File: config.mk
export PLATFORM = sky130hd
export DESIGN_NAME = img_csum_engine
export DESIGN_NICKNAME = d
export VERILOG_FILES = /design/src/rtl/csum_pkg.sv /design/src/rtl/csum_seq.sv /design/src/rtl/csum_tag_pipe.sv /design/src/rtl/csum_accum.sv /design/src/rtl/img_csum_engine.sv
export SDC_FILE = /design/constraint.sdc
export NUM_CORES = 1
export LEC_CHECK = 0
export ABC_AREA = 1
export ABC_CLOCK_PERIOD_IN_PS = 3300
export BUFFER_PORTS_ARGS = -buffer_cell sky130_fd_sc_hd__buf_2
export CAP_MARGIN = 20
export CORE_ASPECT_RATIO = 0.6
export CORE_MARGIN = 2
export CORE_UTILIZATION = 30
export CTS_CLUSTER_DIAMETER = 30
export DETAILED_ROUTE_END_ITERATION = 6
export SYNTH_ARGS = -nofsm -noshare
export SYNTH_HDL_FRONTEND = slang
export SYNTH_SLANG_ARGS = --single-unit
File: constraint.sdc
create_clock -name clk -period 3.3 [get_ports clk]
set_clock_uncertainty 0.15 [all_clocks]
set_input_delay 0 -clock clk [delete_from_list [all_inputs] [get_ports clk]]
set_output_delay 0 -clock clk [all_outputs]
set_load 0.03 [all_outputs]
File: src/rtl/csum_pkg.sv
package csum_pkg;

   // Origin of a returning read word
   typedef enum logic [1:0] {
      K_CFG1 = 2'd0,
      K_CFG2 = 2'd1,
      K_UID  = 2'd2,
      K_PROG = 2'd3
   } src_kind_e;

   typedef struct packed {
      logic      vld;
      src_kind_e kind;
      logic [1:0] slot;
   } rd_tag_t;

   localparam int unsigned UID_COUNT = 4;
   localparam int unsigned NIB_W     = 4;

endpackage

File: src/rtl/csum_seq.sv
module csum_seq
   import csum_pkg::*;
#(
   parameter int ADDR_W = 14,
   parameter int CNT_W  = 14,
   parameter logic [ADDR_W-1:0] UID_ADDR  = 14'h2000,
   parameter logic [ADDR_W-1:0] CFG1_ADDR = 14'h2007,
   parameter logic [ADDR_W-1:0] CFG2_ADDR = 14'h2008
)(
   input  logic              clk,
   input  logic              rst_n,
   input  logic              start_i,
   input  logic [CNT_W-1:0]  n_words_i,
   input  logic              pipe_busy_i,
   input  logic              prot_i,
   output logic              rd_req_o,
   output logic [ADDR_W-1:0] rd_addr_o,
   output rd_tag_t           tag_o,
   output logic              clear_o,
   output logic              idle_o,
   output logic              fin_o
);

   localparam int HDR_N  = 2 + UID_COUNT;
   localparam int STEP_W = $clog2(HDR_N);

   typedef enum logic [2:0] {
      S_IDLE, S_HDR, S_WAITH, S_PROG, S_DRAIN, S_FIN
   } st_e;

   st_e               st_q;
   logic [STEP_W-1:0] step_q;
   logic [CNT_W-1:0]  pcnt_q;
   logic [STEP_W-1:0] uid_ofs;

   assign uid_ofs = step_q - STEP_W'(2);

   always_ff @(posedge clk or negedge rst_n) begin
      if (!rst_n) begin
         st_q   <= S_IDLE;
         step_q <= '0;
         pcnt_q <= '0;
      end else begin
         case (st_q)
            S_IDLE: begin
               if (start_i) begin
                  st_q   <= S_HDR;
                  step_q <= '0;
               end
            end
            S_HDR: begin
               step_q <= step_q + 1'b1;
               if (step_q == STEP_W'(HDR_N - 1)) st_q <= S_WAITH;
            end
            S_WAITH: begin
               if (!pipe_busy_i) begin
                  pcnt_q <= '0;
                  st_q   <= prot_i ? S_FIN : S_PROG;
               end
            end
            S_PROG: begin
               pcnt_q <= pcnt_q + 1'b1;
               if (pcnt_q == n_words_i - 1'b1) st_q <= S_DRAIN;
            end
            S_DRAIN: begin
               if (!pipe_busy_i) st_q <= S_FIN;
            end
            default: st_q <= S_IDLE;
         endcase
      end
   end

   always_comb begin
      rd_req_o  = 1'b0;
      rd_addr_o = '0;
      tag_o     = '0;
      if (st_q == S_HDR) begin
         rd_req_o = 1'b1;
         case (step_q)
            STEP_W'(0): begin
               rd_addr_o  = CFG1_ADDR;
               tag_o.kind = K_CFG1;
            end
            STEP_W'(1): begin
               rd_addr_o  = CFG2_ADDR;
               tag_o.kind = K_CFG2;
            end
            default: begin
               rd_addr_o  = UID_ADDR + ADDR_W'(uid_ofs);
               tag_o.kind = K_UID;
               tag_o.slot = 2'(uid_ofs);
            end
         endcase
      end else if (st_q == S_PROG) begin
         rd_req_o   = 1'b1;
         rd_addr_o  = ADDR_W'(pcnt_q);
         tag_o.kind = K_PROG;
      end
      tag_o.vld = rd_req_o;
   end

   assign clear_o = (st_q == S_IDLE) && start_i;
   assign idle_o  = (st_q == S_IDLE);
   assign fin_o   = (st_q == S_FIN);

endmodule

File: src/rtl/csum_tag_pipe.sv
module csum_tag_pipe
   import csum_pkg::*;
#(
   parameter int LAT = 2
)(
   input  logic    clk,
   input  logic    rst_n,
   input  rd_tag_t tag_i,
   output rd_tag_t tag_o,
   output logic    busy_o
);

   rd_tag_t stg_q [LAT];

   for (genvar g = 0; g < LAT; g++) begin : g_stage
      if (g == 0) begin : g_head
         always_ff @(posedge clk or negedge rst_n) begin
            if (!rst_n) stg_q[0] <= '0;
            else        stg_q[0] <= tag_i;
         end
      end else begin : g_body
         always_ff @(posedge clk or negedge rst_n) begin
            if (!rst_n) stg_q[g] <= '0;
            else        stg_q[g] <= stg_q[g-1];
         end
      end
   end

   assign tag_o = stg_q[LAT-1];

   always_comb begin
      busy_o = 1'b0;
      for (int i = 0; i < LAT; i++) busy_o = busy_o | stg_q[i].vld;
   end

endmodule

File: src/rtl/csum_accum.sv
module csum_accum
   import csum_pkg::*;
#(
   parameter int DATA_W   = 14,
   parameter int SUM_W    = 16,
   parameter int PROT_BIT = 6
)(
   input  logic              clk,
   input  logic              rst_n,
   input  logic              clear_i,
   input  rd_tag_t           tag_i,
   input  logic [DATA_W-1:0] data_i,
   input  logic [DATA_W-1:0] mask1_i,
   input  logic [DATA_W-1:0] mask2_i,
   output logic              prot_o,
   output logic [SUM_W-1:0]  sum_o
);

   localparam int PACK_W = UID_COUNT * NIB_W;

   logic [SUM_W-1:0]  cfg1_q, cfg2_q, prog_q;
   logic              prot_q;
   logic [PACK_W-1:0] id_pack;

   always_ff @(posedge clk or negedge rst_n) begin
      if (!rst_n) begin
         cfg1_q <= '0;
         cfg2_q <= '0;
         prog_q <= '0;
         prot_q <= 1'b0;
      end else if (clear_i) begin
         cfg1_q <= '0;
         cfg2_q <= '0;
         prog_q <= '0;
         prot_q <= 1'b0;
      end else if (tag_i.vld) begin
         case (tag_i.kind)
            K_CFG1: begin
               cfg1_q <= SUM_W'(data_i & mask1_i);
               prot_q <= ~data_i[PROT_BIT];
            end
            K_CFG2: cfg2_q <= SUM_W'(data_i & mask2_i);
            K_PROG: prog_q <= prog_q + SUM_W'(data_i);
            default: ;
         endcase
      end
   end

   // One nibble register per user-ID slot; slot 0 lands in the top nibble
   for (genvar g = 0; g < UID_COUNT; g++) begin : g_uid
      logic [NIB_W-1:0] nib_q;
      always_ff @(posedge clk or negedge rst_n) begin
         if (!rst_n)       nib_q <= '0;
         else if (clear_i) nib_q <= '0;
         else if (tag_i.vld && tag_i.kind == K_UID && tag_i.slot == 2'(g))
            nib_q <= data_i[NIB_W-1:0];
      end
      assign id_pack[(UID_COUNT-1-g)*NIB_W +: NIB_W] = nib_q;
   end

   assign prot_o = prot_q;
   assign sum_o  = cfg1_q + cfg2_q + (prot_q ? SUM_W'(id_pack) : prog_q);

endmodule

File: src/rtl/img_csum_engine.sv
module img_csum_engine
   import csum_pkg::*;
#(
   parameter int ADDR_W     = 14,
   parameter int DATA_W     = 14,
   parameter int SUM_W      = 16,
   parameter int UNIT_WORDS = 2048,
   parameter int RD_LAT     = 2,
   parameter int PROT_BIT   = 6,
   parameter logic [ADDR_W-1:0] UID_ADDR  = 14'h2000,
   parameter logic [ADDR_W-1:0] CFG1_ADDR = 14'h2007,
   parameter logic [ADDR_W-1:0] CFG2_ADDR = 14'h2008
)(
   input  logic              clk,
   input  logic              rst_n,
   input  logic              start_i,
   input  logic [1:0]        size_sel_i,
   input  logic [DATA_W-1:0] mask1_i,
   input  logic [DATA_W-1:0] mask2_i,
   output logic              rd_req_o,
   output logic [ADDR_W-1:0] rd_addr_o,
   input  logic [DATA_W-1:0] rd_data_i,
   output logic              done_o,
   output logic [SUM_W-1:0]  checksum_o
);

   localparam int MAX_WORDS = 4 * UNIT_WORDS;
   localparam int CNT_W     = $clog2(MAX_WORDS) + 1;

   if (RD_LAT < 1) begin : g_bad_lat
      $error("RD_LAT must be at least 1");
   end
   if ((UNIT_WORDS & (UNIT_WORDS - 1)) != 0 || UNIT_WORDS < 1) begin : g_bad_unit
      $error("UNIT_WORDS must be a power of two");
   end
   if (MAX_WORDS > int'(UID_ADDR)) begin : g_bad_span
      $error("program span overlaps the configuration area");
   end
   if (UID_COUNT * NIB_W > SUM_W || PROT_BIT >= DATA_W || DATA_W > SUM_W) begin : g_bad_w
      $error("width parameters inconsistent");
   end

   logic [CNT_W-1:0] n_words_w;
   rd_tag_t          tag_req, tag_ret;
   logic             pipe_busy, prot_w, clear_w, idle_w, fin_w;
   logic [SUM_W-1:0] sum_w;

   always_comb begin
      case (size_sel_i)
         2'd0:    n_words_w = CNT_W'(UNIT_WORDS);
         2'd1:    n_words_w = CNT_W'(2 * UNIT_WORDS);
         default: n_words_w = CNT_W'(MAX_WORDS);
      endcase
   end

   csum_seq #(
      .ADDR_W(ADDR_W), .CNT_W(CNT_W),
      .UID_ADDR(UID_ADDR), .CFG1_ADDR(CFG1_ADDR), .CFG2_ADDR(CFG2_ADDR)
   ) u_seq (
      .clk(clk), .rst_n(rst_n), .start_i(start_i), .n_words_i(n_words_w),
      .pipe_busy_i(pipe_busy), .prot_i(prot_w),
      .rd_req_o(rd_req_o), .rd_addr_o(rd_addr_o), .tag_o(tag_req),
      .clear_o(clear_w), .idle_o(idle_w), .fin_o(fin_w)
   );

   csum_tag_pipe #(.LAT(RD_LAT)) u_pipe (
      .clk(clk), .rst_n(rst_n), .tag_i(tag_req), .tag_o(tag_ret), .busy_o(pipe_busy)
   );

   csum_accum #(.DATA_W(DATA_W), .SUM_W(SUM_W), .PROT_BIT(PROT_BIT)) u_acc (
      .clk(clk), .rst_n(rst_n), .clear_i(clear_w), .tag_i(tag_ret),
      .data_i(rd_data_i), .mask1_i(mask1_i), .mask2_i(mask2_i),
      .prot_o(prot_w), .sum_o(sum_w)
   );

   assign done_o     = fin_w;
   assign checksum_o = sum_w;

endmodule

==> results.tsv, run 1 <==
stage	metric	value	unit
status	outcome	complete, no violations	
place	# port buffers	78	
worst_setup_path	Req. time, crit path	3.15	ns
routing	DRC viols	0	
final_layout	Final Non-Filler Cells	1238	
clock_tree	root buf cell	clkbuf_16	
global_route	GRT overflow	0	
synthesis	number of synthesized flops with an enable pin	0	
synthesis	FFs w/ async S/R, synth	100.0	%
sta	Final TNS setup	0	ns
place	DP HPWL	13.94	mm
worst_setup_path	Worst R2R Path Depth	3	
sta	Final min period	3.239	ns
synthesis	Post-Syn Instances	814	
hold_path	Hold Path Depth	5	
synthesis	top cells by count, synth	nand2_1 (193), inv_1 (97), dfrtp_1 (91)	
die	Die W	189.4	µm
clock_tree	# H-tree levels	3	
synthesis	synth top area cells	dfrtp_1 (37%), nand2_1 (12%), ha_1 (6.9%)	
routing	met2 wire len	7.331	mm
final_layout	Ant. Diodes	0	
sta	PnR worst setup slack	0.06056	ns
worst_setup_path	crit end category	output pin	
routing	aggregate routed wire length	19.16	mm
worst_setup_path	worst setup path startpoint	u_acc.prot_o	
synthesis	area fraction of the dominant cell type after synthesis	36.82	%
synthesis	top_reg_cell synth	dfrtp_1	
synthesis	dominant cell type by area after synthesis	dfrtp_1	
routing	WL/cell	15.47	µm
sta	Hold Slack	0.05666	ns
global_route	largest net degree at the start of global routing	70	
hold_path	worst hold path startpoint	rd_data_i[8]	
clock_tree	CTS tree	yes	
global_route	GRT Overall Usage	17.79	%
routing	Initial DRC Count	468	
synthesis	Netlist cell types	42	
synthesis	syn avg cell area	7.598	µm²
final_layout	final instance area	7990	µm²
run	Max-Cap Viols	0	
die	die area	21820	µm²
final_layout	Fill cells	2056	
routing	antenna-violating nets left	0	
routing	Top Metal Used	met4	
sta	Slew Viols, Final	0	
routing	Vias/cell	4.907	
place	dpl ws	0.2430	ns
sta	fmax	0.3087	GHz
clock_tree	Clk pin slew, worst setup/hold paths	0.07	ns
worst_setup_path	startpoint of the worst register-to-register path	u_pipe.tag_o[4]	
power	peak supply drop	0.6971	mV
worst_setup_path	critical-path maximum fanout	6	
synthesis	count leader, synth	nand2_1	
worst_setup_path	Critical Path AT	3.09	ns
place	routability cong.	0.8831	
power	total power	6.690	mW
synthesis	sequential fraction of the synthesis area	36.82	%
sta	Tcrit/Tclk final	98.16	%
sta	Worst-Margin Slew	0.9250	ns
clock_tree	CTS sink cnt	91	
routing	WL met3	1.281	mm
final_layout	nets@finish	1057	
clock_tree	worst skew pair latency	0.35	ns
routing	total number of vias	6075	
clock_tree	number of buffers created by CTS	9	
power	Lkg Pwr	4.038	nW
final_layout	P&R area growth vs syn	29.19	%
routing	router iterations before antenna repair	5	
clock_tree	clock buffer depth	2	
synthesis	FF+latch count, synth	91	
global_route	antenna violations before repair	0	
sta	final setup violation count	0	
place	Cells after DPL	1156	
hold_path	Worst Hold Class	in2reg	
worst_setup_path	type of the worst setup path	reg2out	
synthesis	Cell Area, Synth	6185	µm²
final_layout	final core occ	39.71	%
die	row count	40	
global_route	first-pass GRT wire length	29.74	mm
synthesis	syn nets	911	
synthesis	Yosys warnings	0	
routing	met1 WL	10.06	mm
power	Cell Pwr Density	837.2	nW/µm²
place	Post-Place Cell Area	6887	µm²
die	Die H	115.2	µm
sta	Slew headroom	38.33	%
final_layout	layout cells sized above 1	16.58	%
sta	final hold vios	0	
die	area of the core	20120	µm²
worst_setup_path	crit path launch type	flop	
die	initial core utilization	30.74	%
global_route	vias in the first global route	5609	
die	Ports	79	
==> cells by family after synthesis <==
group,share of synthesized area [%]
multiplexers,0.1619
AND/OR/NAND/NOR,27.35
buffers and inverters,7.445
adder cells (fa/ha/maj),12.06
AO/OA/AOI/OAI,13.76
XOR/XNOR,2.407
flip-flops,36.82
==> what timing repair did <==
action,4_1_cts,5_1_grt
hold buffers,61,0
gates resized for setup,8,43
buffers inserted,0,5
pin swaps,0,8
hold endpoints to repair,116,0
setup endpoints to repair,4,10
==> path summary, 6_finish.rpt <==
kind,to,slack [ns]
setup / recovery,checksum_o[15],0.06
hold / removal,u_acc.prog_q[8],0.06
setup reg to reg,u_acc.cfg2_q[2],0.65
hold reg to reg,u_pipe.tag_o[1],0.20
max in group asynchronous,u_acc.cfg1_q[7],2.07
min in group asynchronous,u_seq.pcnt_q[5],0.17
==> sequential cells by signal, indices dropped and copies added, names as in the netlist, 3 cells and up <==
signal             cells
u_acc.g_uid.nib_q     16
u_acc.prog_q          16
u_acc.cfg1_q          14
u_acc.cfg2_q          14
u_seq.pcnt_q          14
u_pipe.stg_q           5
u_pipe.tag_o           5
u_seq.st_q             3
u_seq.step_q           3
==> cells in the final DEF (no fill, tap or decap), types with 9 or more instances in the layout <==
master	synthesis	final
buf_4	0	12
ha_1	34	25
buf_2	5	76
nand2_1	193	191
nor3_1	14	12
o21ai_1	3	9
fa_1	16	15
a21oi_1	61	58
inv_1	97	95
clkbuf_16	0	9
xor2_1	11	11
dfrtp_1	91	90
o21ai_0	59	49
dlygate4sd3_1	0	61
nand3_1	60	59
o22ai_1	11	11
nor2_1	85	83
==> metal layers <==
metal / up-vias / track usage, %
met5: - / 0
met4: 0 / 6.512
met3: 43 / 4.487
met2: 196 / 23.96
met1: 2874 / 27.01
li1: 2962 / -
==> worst max-delay path, cell delays in order (launching register included) <==
cell,delay [ns]
dfrtp_2,0.47
buf_6,0.16
nand2_2,0.07
o21ai_4,0.06
fa_1,0.50
ha_4,0.20
fa_2,0.40
nand3_1,0.10
nand2_2,0.10
a21boi_4,0.21
or2_4,0.15
nand2_1,0.05
nand2_1,0.06
nand2_1,0.05
buf_4,0.16
==> power breakdown <==
part	leakage (nW)	switching [mW]	internal [mW]	total [mW]
Clock	0.140	0.464	0.536	1.00
Combinational	2.68	2.55	1.39	3.95
Sequential	1.22	0.315	1.43	1.74
Total	4.04	3.33	3.36	6.69
==> layout make-up <==
cell class / instances / area [µm²] / area share [%]
multi-input combinational: 606 / 3613 / 45.22
clock buffer: 11 / 242.7 / 3.038
clock inverter: 5 / 36.28 / 0.4541
sequential: 91 / 2278 / 28.52
tap: 273 / 341.6 / 4.275
inverter: 102 / 385.4 / 4.823
timing repair buffer: 150 / 1092 / 13.67
Power figures use the tool's default switching activity.
==> run 2, diff against run 1 <==
ABC_CLOCK_PERIOD_IN_PS = 2800   (was 3300)
clock period = 2.8 ns   (was 3.3 ns; I/O delays follow)
==> run 2 against run 1 <==
Against the previous run: the flow now finishes with violations (negative setup slack); first-iteration DRC count is 1.1% higher; total power is 42% higher; via count is 1.9% higher; combinational power is 57% higher; clock-buffer cell count is 2 lower; final cell count is 2.8% higher.
==> results.tsv, run 2 (synthesized netlist as in run 1, its figures left out) <==
stage	metric	value	unit
worst_setup_path	CP cell instances	buf_12 > nand2_4 > o21ai_4 > fa_1 > ha_4 > fa_2 > nand3_2 > nand2_4 > a21boi_4 > or2_4 > nand2_2 > nand2_2 > nand2_2 > buf_6	
global_route	antenna violations before repair	1	
run	Max-Cap Viols	0	
die	die area	21820	µm²
final_layout	Final Non-Filler Cells	1273	
final_layout	commonest non-fill, non-tap cell in the layout	nand2_1	
worst_setup_path	type of the worst setup path	reg2out	
global_route	vias in the first global route	5710	
worst_setup_path	Req. time, crit path	2.65	ns
worst_setup_path	flop2flop setup slack	0.14	ns
hold_path	worst hold path startpoint	rd_data_i[11]	
routing	total number of vias	6188	
power	Net Sw Frac	47.58	%
final_layout	Reg area	2278	µm²
clock_tree	CTS sink cnt	91	
place	# port buffers	78	
die	initial core utilization	30.74	%
place	DP HPWL	14.05	mm
sta	final setup violation count	13	
clock_tree	Clk pin slew, worst setup/hold paths	0.07	ns
sta	Tcrit/Tclk final	111.5	%
global_route	GRT overflow	0	
worst_setup_path	worst setup path startpoint	u_acc.prot_o	
die	Ports	79	
routing	antenna-violating nets left	0	
final_layout	Fill cells	1944	
sta	Slew headroom	46.93	%
sta	fmax	0.3203	GHz
routing	DRC viols	0	
routing	router iterations before antenna repair	5	
place	Cells after DPL	1189	
routing	Initial DRC Count	473	
power	Cell Pwr Density	1080	nW/µm²
clock_tree	root buf cell	clkbuf_16	
power	internal power	4.988	mW
sta	Slew Viols, Final	0	
die	Die W	189.4	µm
global_route	largest net degree at the start of global routing	50	
routing	Vias/cell	4.861	
global_route	GRT Overall Usage	17.88	%
final_layout	final core occ	43.79	%
power	sequential share of power	21.4	%
sta	final hold vios	0	
routing	WL/cell	15.60	µm
status	failing checks	negative setup slack	
sta	RSZ-0062 raised after global routing	true	
power	total power	9.516	mW
clock_tree	clock buffer depth	2	
global_route	first-pass GRT wire length	30.22	mm
worst_setup_path	cell mode on critical path	nand2_2	
place	routability cong.	0.8952	
clock_tree	number of buffers created by CTS	9	
worst_setup_path	delay of the slowest critical-path stage	0.50	ns
final_layout	P&R area growth vs syn	42.46	%
final_layout	Multi-input gate area	4026	µm²
clock_tree	worst skew pair latency	0.36	ns
clock_tree	# H-tree levels	3	
worst_setup_path	critical-path maximum fanout	6	
worst_setup_path	crit path launch type	flop	
power	peak supply drop	1.161	mV
power	combinational fraction of design power	65.3	%
final_layout	nets@finish	1092	
power	switching pwr	4.528	mW
routing	aggregate routed wire length	19.85	mm
die	Die H	115.2	µm
die	row count	40	
final_layout	biggest regs	u_acc.g_uid.nib_q x16, u_acc.prog_q x16	
clock_tree	CTS tree	yes	
hold_path	Worst Hold Class	in2reg	
worst_setup_path	CP max stage cell	fa_1	
final_layout	layout cells sized above 1	26.10	%
sta	Worst-Margin Slew	0.7942	ns
status	outcome	finished, violations left	
power	clock share of power	13.3	%
worst_setup_path	startpoint of the worst register-to-register path	u_pipe.tag_o[4]	
die	area of the core	20120	µm²
worst_setup_path	Critical Path AT	2.97	ns
place	dpl ws	-0.07334	ns
power	Lkg Pwr	4.398	nW
sta	Final min period	3.122	ns
sta	PnR worst setup slack	-0.3222	ns
final_layout	commonest non-fill, non-tap cells in the layout	nand2_1 (171), inv_1 (93), dfrtp_1 (90)	
final_layout	Ant. Diodes	0	
worst_setup_path	crit end category	output pin	
-- run 2: changes by cell type in the layout (fill, tap and decap cells not counted), moves of 7 or more --
cell,before,now
buf_4,12,44
ha_4,6,13
nand2_2,5,17
nand2_1,191,171
buf_2,76,64
o21ai_2,4,11
buf_6,1,14
a21oi_1,58,50
nand2_4,4,12
-- run 2: metal layers --
metal	vias to the layer above	track usage, %	part of all wire, %
li1	3033	-	-
met1	2929	27.35	51
met2	195	24.44	40
met3	29	5.189	7.0
met4	2	4.083	1.5
met5	-	0	0.065
-- run 2: layout make-up --
cell class	count	area share (%)
multi-input combinational	606	45.70
timing repair buffer	185	16.79
sequential	91	25.86
tap	273	3.877
inverter	102	4.345
clock buffer	9	2.556
clock inverter	7	0.8804
-- run 2: final timing paths --
| check | cells past startpoint | end |
|---|---|---|
| min in group asynchronous | 2 | u_seq.pcnt_q[2] |
| worst min-delay path | 5 | u_acc.prog_q[11] |
| max in group asynchronous | 3 | u_acc.prot_o |
| worst max-delay path | 14 | checksum_o[15] |
| worst min register to register | 0 | u_pipe.tag_o[2] |
| worst max register to register | 3 | u_acc.cfg1_q[1] |
-- run 2: what timing repair did --
item,4_1_cts,5_1_grt
pin swaps,17,51
cloned,0,1
endpoints found under the setup margin,13,13
buffers inserted,0,9
resized for setup,74,91
hold endpoints to repair,97,0
hold buffers,59,0
-- run 2: metrics by stage --
stage	hold WS [ns]	area, µm²	TNS [ns]
6_report	0.06662	8811	-3.045
5_1_grt	0.1157	8811	-4.336
4_1_cts	0.05033	8335	-2.078
3_5_place_dp	-0.06162	7163	-0.2809
3_3_place_gp	-0.05666	7163	-0.2629
2_1_floorplan	-0.4456	6203	0
-- run 2: power by group through the flow --
stage	logic, mW	registers (mW)	clock network (mW)
global placement	4.54	2.04	0
global route	6.71	2.08	1.33
floorplan	3.09	1.92	0
detailed placement	4.55	2.04	0
CTS	5.41	2.02	1.29
finish	6.21	2.04	1.26
-- run 2: critical path: cells and delay by family (launching register included) --
| kind | cells | cell delay (ns) |
|---|---|---|
| AO/OA/AOI/OAI | 2 | 0.25 |
| adder cells (fa/ha/maj) | 3 | 1.10 |
| buffers and inverters | 2 | 0.28 |
| flip-flops | 1 | 0.44 |
| AND/OR/NAND/NOR | 7 | 0.54 |
